`src/rtl/i2c_tx_master.sv`:
```
module i2c_tx_master #(
  parameter int DEPTH = 4,
  parameter int CW    = 8
) (
  input  logic          clk,
  input  logic          rst_n,
  input  logic [6:0]    cfg_addr,
  input  logic          cfg_repeat,
  input  logic [CW-1:0] cfg_count,
  input  logic          go,
  input  logic          stop_req,
  input  logic          rstart_req,
  input  logic          wr_en,
  input  logic [7:0]    wr_data,
  output logic          fifo_full,
  input  logic          tick,
  input  logic          scl_in,
  input  logic          sda_in,
  output logic          scl_oe,
  output logic          sda_oe,
  output logic          busy,
  output logic          done,
  output logic          nack
);

  localparam int AW = (DEPTH > 1) ? $clog2(DEPTH) : 1;

  typedef enum logic [2:0] {S_IDLE, S_START, S_BIT, S_HOLD, S_RSTART, S_STOP} st_t;
  typedef enum logic [1:0] {D_LOAD, D_HOLD, D_STOP, D_RS} dec_t;

  logic [7:0]    mem [DEPTH];
  logic [AW-1:0] wp, rp;
  logic [AW:0]   lvl;
  logic          push, pop, empty;

  st_t           st;
  dec_t          dec;
  logic [1:0]    q;
  logic [7:0]    sh;
  logic [3:0]    bitn;
  logic [CW-1:0] sent, cnt_r;
  logic [6:0]    addr_r;
  logic          rep_r, ack_hi, go_p, stop_p, rs_p, decide;

  function automatic logic [AW-1:0] inc(input logic [AW-1:0] p);
    return (p == AW'(DEPTH - 1)) ? '0 : p + 1'b1;
  endfunction

  assign fifo_full = (lvl == (AW+1)'(DEPTH));
  assign empty     = (lvl == '0);
  assign push      = wr_en && !fifo_full;
  assign busy      = (st != S_IDLE) || go_p;

  always_ff @(posedge clk)
    if (push) mem[wp] <= wr_data;

  always_ff @(posedge clk or negedge rst_n)
    if (!rst_n) begin
      wp  <= '0;
      rp  <= '0;
      lvl <= '0;
    end else begin
      if (push) wp <= inc(wp);
      if (pop)  rp <= inc(rp);
      case ({push, pop})
        2'b10:   lvl <= lvl + 1'b1;
        2'b01:   lvl <= lvl - 1'b1;
        default: ;
      endcase
    end

  always_comb begin
    if (rep_r) begin
      if (stop_p)      dec = D_STOP;
      else if (rs_p)   dec = D_RS;
      else if (!empty) dec = D_LOAD;
      else             dec = D_HOLD;
    end else begin
      if (sent == cnt_r) dec = D_STOP;
      else if (!empty)   dec = D_LOAD;
      else               dec = D_HOLD;
    end
  end

  assign decide = tick && ((st == S_BIT && q == 2'd3 && bitn == 4'd8 && !ack_hi) || st == S_HOLD);
  assign pop    = decide && (dec == D_LOAD);

  always_ff @(posedge clk or negedge rst_n)
    if (!rst_n) begin
      st     <= S_IDLE;
      q      <= '0;
      sh     <= '0;
      bitn   <= '0;
      sent   <= '0;
      cnt_r  <= '0;
      addr_r <= '0;
      rep_r  <= 1'b0;
      ack_hi <= 1'b0;
      go_p   <= 1'b0;
      stop_p <= 1'b0;
      rs_p   <= 1'b0;
      scl_oe <= 1'b0;
      sda_oe <= 1'b0;
      done   <= 1'b0;
      nack   <= 1'b0;
    end else begin
      done <= 1'b0;
      if (go && st == S_IDLE && !go_p) begin
        go_p   <= 1'b1;
        addr_r <= cfg_addr;
        rep_r  <= cfg_repeat;
        cnt_r  <= cfg_count;
        nack   <= 1'b0;
      end
      if (tick) begin
        q <= q + 2'd1;
        case (st)
          S_IDLE: begin
            q      <= '0;
            stop_p <= 1'b0;
            rs_p   <= 1'b0;
            if (go_p && scl_in && sda_in) begin
              st   <= S_START;
              go_p <= 1'b0;
              sent <= '0;
            end
          end
          S_START: begin
            if (q == 2'd0) sda_oe <= 1'b1;
            if (q == 2'd2) begin
              scl_oe <= 1'b1;
              sh     <= {addr_r, 1'b0};
              bitn   <= '0;
              st     <= S_BIT;
              q      <= '0;
            end
          end
          S_BIT: begin
            case (q)
              2'd0: sda_oe <= (bitn < 4'd8) ? !sh[7] : 1'b0;
              2'd1: scl_oe <= 1'b0;
              2'd2: ack_hi <= sda_in;
              default: begin
                scl_oe <= 1'b1;
                if (bitn != 4'd8) begin
                  sh   <= {sh[6:0], 1'b0};
                  bitn <= bitn + 4'd1;
                end else if (ack_hi) begin
                  nack <= 1'b1;
                  st   <= S_STOP;
                  q    <= '0;
                end
              end
            endcase
          end
          S_RSTART: begin
            if (q == 2'd0) sda_oe <= 1'b0;
            if (q == 2'd1) scl_oe <= 1'b0;
            if (q == 2'd2) begin
              st <= S_START;
              q  <= '0;
            end
          end
          S_STOP: begin
            case (q)
              2'd0: sda_oe <= 1'b1;
              2'd1: scl_oe <= 1'b0;
              2'd2: sda_oe <= 1'b0;
              default: begin
                st     <= S_IDLE;
                done   <= 1'b1;
                stop_p <= 1'b0;
                rs_p   <= 1'b0;
              end
            endcase
          end
          default: ;
        endcase
      end
      if (decide) begin
        case (dec)
          D_LOAD: begin
            st   <= S_BIT;
            q    <= '0;
            bitn <= '0;
            sh   <= mem[rp];
            sent <= sent + 1'b1;
          end
          D_HOLD: st <= S_HOLD;
          D_STOP: begin
            st     <= S_STOP;
            q      <= '0;
            stop_p <= 1'b0;
          end
          default: begin
            st   <= S_RSTART;
            q    <= '0;
            rs_p <= 1'b0;
          end
        endcase
      end
      if (stop_req && st != S_IDLE && rep_r)   stop_p <= 1'b1;
      if (rstart_req && st != S_IDLE && rep_r) rs_p   <= 1'b1;
    end

  a_r1_idle_released: assert property (@(posedge clk) disable iff (!rst_n)
    st == S_IDLE |-> (!scl_oe && !sda_oe));

  a_r2_start_bus_free: assert property (@(posedge clk) disable iff (!rst_n)
    ($past(st) == S_IDLE && st == S_START) |-> $past(scl_in && sda_in));

  a_r6_sda_moves_scl_low: assert property (@(posedge clk) disable iff (!rst_n)
    (!$stable(sda_oe) && !$past(scl_oe)) |-> ($past(st) == S_START || $past(st) == S_STOP));

  a_r5_nack_stops: assert property (@(posedge clk) disable iff (!rst_n)
    $rose(nack) |-> st == S_STOP);

  a_r4_done_after_stop: assert property (@(posedge clk) disable iff (!rst_n)
    done |-> ($past(st) == S_STOP && st == S_IDLE));

  a_r8_hold_scl_low: assert property (@(posedge clk) disable iff (!rst_n)
    st == S_HOLD |-> scl_oe);

  a_r10_no_overflow: assert property (@(posedge clk) disable iff (!rst_n)
    lvl <= (AW+1)'(DEPTH));

endmodule

```
`config.mk`:
```
export PLATFORM = sky130hd
export DESIGN_NAME = i2c_tx_master
export DESIGN_NICKNAME = d
export VERILOG_FILES = /design/src/rtl/i2c_tx_master.sv
export SDC_FILE = /design/constraint.sdc
export NUM_CORES = 1
export LEC_CHECK = 0
export ABC_AREA = 1
export BUFFER_PORTS_ARGS = -buffer_cell sky130_fd_sc_hd__buf_2
export CAP_MARGIN = 10
export CORE_MARGIN = 2
export CORE_UTILIZATION = 60
export CTS_CLUSTER_DIAMETER = 200
export DETAILED_ROUTE_END_ITERATION = 16
export PLACE_DENSITY = 0.8
export RECOVER_POWER = 50
export SLEW_MARGIN = 25
export SYNTH_ARGS = -nofsm -noshare
export SYNTH_HDL_FRONTEND = slang
export SYNTH_SLANG_ARGS = --single-unit
```
`constraint.sdc`:
```
create_clock -name clk -period 3.6 [get_ports clk]
set_clock_uncertainty 0.15 [all_clocks]
set_input_delay 1.08 -clock clk [delete_from_list [all_inputs] [get_ports clk]]
set_output_delay 1.08 -clock clk [all_outputs]
set_load 0.05 [all_outputs]
```
==> run summary <==
The tools report the count of different cell masters after synthesis as 34. The worst hold margin is 332.3 ps, and the total power divided by cell area is 741.0 nW/µm². 39 I/O pins were placed. The die is 90.83 µm tall. The biggest area consumer among synthesized cells is sky130_fd_sc_hd__dfrtp_1. The launch point of the worst reg-to-reg path is sent[3]. In this run the worst setup path terminates at lvl[2]. The run gives 227 as the iteration-0 DRC count of the detailed router. In the synthesized netlist the async set-or-reset flop fraction comes to 63.64%. For the count of final hold-check violations, the log shows 0.

Setup repair after global routing left no endpoint under its margin. The analysis attributes to cell leakage a power of 0.002285 µW. The register clock-pin slew on the reported worst setup and hold paths is 90 ps.

For the final sum of negative setup slack, the log shows 0 ps. For the finished layout, the period the worst path requires is 3124 ps. Synthesis inferred 88 register bits. Cells fill 68.21% of the core in the end. Sorting the synthesized cells by how often they occur yields 114 x sky130_fd_sc_hd__nand2_1, 60 x sky130_fd_sc_hd__nor2_1, 56 x sky130_fd_sc_hd__dfrtp_1, 49 x sky130_fd_sc_hd__inv_1, 45 x sky130_fd_sc_hd__nand3_1.

The most used flip-flop cell after synthesis is sky130_fd_sc_hd__dfrtp_1. Launch point of the critical path: tick. The logs give 8249 µm² for the area of the die and 6382 µm for the detailed placer's ending HPWL. For the worst setup path, the data arrival time is 3220 ps. The worst setup path is of the in2reg kind. For the final weighted congestion in routability-driven placement, the log shows 0.9172.

The final max-slew violation count came out at 0. The filler cells instantiated in the layout total 603. The run gives 62.03% as the starting density of the core. The buffer type at the clock tree root is sky130_fd_sc_hd__clkbuf_8.

The number of buffers and inverters on the critical path is 4. Across the run, the number of max-cap violations was 0. Most common cell type on the critical path: sky130_fd_sc_hd__inv_1. The run gives 0 as the number of hold buffers added after cts. The die outline width was 90.83 µm; the count of cells along the worst register-to-register path was 16.

At the worst endpoint, the required time is 3700 ps. The via count was 3,445. After synthesis the cells add up to 4523 µm².

Counting the buffers created by CTS gives 9. Largest stage delay on the critical path: 420 ps. In the post-synthesis netlist, the cell with the most instances is sky130_fd_sc_hd__nand2_1. The reg-to-reg setup timing slack is 720 ps. The worst path uses 86.78% of the clock period.

The number of rows in the core area came out at 31. Endpoint type of the worst setup path: a register. The fraction of layout cells with a size suffix above 1 was 13.09%. The tools report the clock insertion delay at the later pin of the skew report as 360 ps. The DRC violation count after routing was 0; the relative area change from synthesis to final layout was 9.959%. The signal on the critical path passes through clkbuf_1 > inv_1 > nor3_4 > nand3_4 > inv_2 > ha_1 > inv_1 > fa_1 > a21oi_1 > o21ai_0 > xor2_1. Setup violations remaining at the end of the flow were counted as 0. The number of antenna diodes in the final layout is 0. The largest net degree at the start of global routing is 57, and the count of cell instances traversed by the critical path is 11. The layout net count came out at 598. The tree built by TritonCTS fans out to 88 sinks. Transition time at the pin with the least slew margin: 1353 ps. The cell family contributing the most delay on the critical path is buffers and inverters. During placement, the flow inserted port buffers numbering 38.

Timing would allow up to 320.1 MHz. After synthesis, flip-flops and latches occupy 52.23% of the total area. IR analysis of the VDD net gives a maximum drop of 450.3 µV.

TritonCTS built the clock tree. The top cell type by area accounts for 30.98% of the synthesized area. The run gives 507 as the number of instances in the synthesized netlist.

The detail-routed via count per cell was 5.308; the post-route non-filler standard cell count was 649. The endpoint identified for the worst register-to-register timing path is lvl[2]. The flow ran to the end, and the final reports show no timing, DRC or antenna violations. Highest-delay cell along the critical path: sky130_fd_sc_hd__clkbuf_1. The number of enable flip-flop cells after synthesis came out at 32. The normalized max-slew margin is 9.779%, and the number of resized instances in the post-cts repair step is 0.

The min-delay analysis places its worst path in the category reg2reg. The overall global routing resource usage was 22.94%; the mean cell area of the mapped netlist was 8.921 µm². Including well taps, the total number of placed cells is 633. The run gives 0 as the count of yosys warnings during synthesis.

The number of nets in the synthesized netlist is 560. Wire length reported by the detailed router: 8852 µm. The initial antenna violation count came out at 0. The routed length per instance came out at 13.64 µm. For the number of global-route vias before repair, the log shows 3,347. The critical path startpoint category is an input port.

After synthesis, the cell types taking the most area are sky130_fd_sc_hd__dfrtp_1 31%, sky130_fd_sc_hd__edfxtp_1 21%, sky130_fd_sc_hd__nand2_1 9.5%. Post-CTS timing repair inserted 0 buffers for setup. The maximum level of the CTS H-tree is 3. The first detailed-routing pass took 5 iterations. The first global-routing pass estimated 14,970 µm of wire. After floorplanning, the core was sized to cover 7292 µm². The run gives 2 as the maximum buffer depth of the clock tree. In this run the remaining antenna-violating nets after routing total 0. The run gives 0 as the total global routing overflow. Of all nets on the critical path, the largest fanout is 13.
worst min path at each step:
stage                     endpoint  cells past startpoint  startpoint  slack [ps]
after global routing        lvl[0]                      1      lvl[0]         340
after CTS                   lvl[0]                      1      lvl[0]         330
after floorplan             lvl[0]                      1      lvl[0]         300
after detailed placement    lvl[0]                      1      lvl[0]         320
after global placement      lvl[0]                      1      lvl[0]         310
final                       lvl[0]                      1      lvl[0]         330
kinds of logic after synthesis:
logic type      after synthesis  synth area share [%]
xor+xnor                     11                 2.130
simple gates                238                 22.88
compound gates               72                 8.327
flops                        88                 52.23
mux                          11                 2.739
fa+ha+maj                    20                 5.699
buf+inv                      67                 6.003
placed cells by master, fill, tap and decap left out, types with 4 or more instances in the layout:
master                     count
sky130_fd_sc_hd__inv_2         4
sky130_fd_sc_hd__inv_1        49
sky130_fd_sc_hd__clkbuf_8      9
sky130_fd_sc_hd__mux2_2       11
sky130_fd_sc_hd__clkbuf_1      9
sky130_fd_sc_hd__nand4_1       5
sky130_fd_sc_hd__buf_2        29
sky130_fd_sc_hd__ha_1         19
sky130_fd_sc_hd__xor2_1        5
sky130_fd_sc_hd__nor3_1        4
sky130_fd_sc_hd__nand3_1      45
sky130_fd_sc_hd__o22ai_1       6
sky130_fd_sc_hd__nor2_1       60
sky130_fd_sc_hd__xnor2_1       6
sky130_fd_sc_hd__edfxtp_1     32
sky130_fd_sc_hd__o21ai_1       8
sky130_fd_sc_hd__nand2_1     114
sky130_fd_sc_hd__dfrtp_1      56
sky130_fd_sc_hd__a21oi_1      21
sky130_fd_sc_hd__o21ai_0      34
power by group:
group	internal (µW)	switching, µW
combinational	493	922
sequential	1360	237
clock	278	399
registers in the layout, summed over array words and instances, names as in the netlist, 2 cells and up:
name	flops
q	2
cnt_r	8
st	3
sent	8
bitn	4
rp	2
mem	32
sh	8
lvl	3
addr_r	7
wp	2
cell type report:
class	instances	area (µm²)	share of cell area, %
clock inverter	7	76.32	1.535
inverter	53	198.9	4.000
timing repair buffer	41	198.9	4.000
clock buffer	9	123.9	2.491
multi-input combinational	352	1889	37.99
tap	99	123.9	2.491
sequential	88	2362	47.50
layer usage:
metal / global-route usage (%) / vias up / share of wire (%)
met2: 38.62 / 81 / 49
met5: 0 / - / 0
met1: 28.11 / 1597 / 45
met4: 10.73 / 0 / 1.9
li1: - / 1751 / -
met3: 5.259 / 16 / 4.7
through the flow:
stage	setup WS, ps	power, µW	area (µm²)
6_report	475.8	3685	4974
3_3_place_gp	487.7	2965	4787
4_1_cts	693.3	3713	4987
3_5_place_dp	422.1	3028	4787
5_1_grt	310.9	3986	4974
2_1_floorplan	657.4	2664	4523
(Power assumes the default switching activity.)
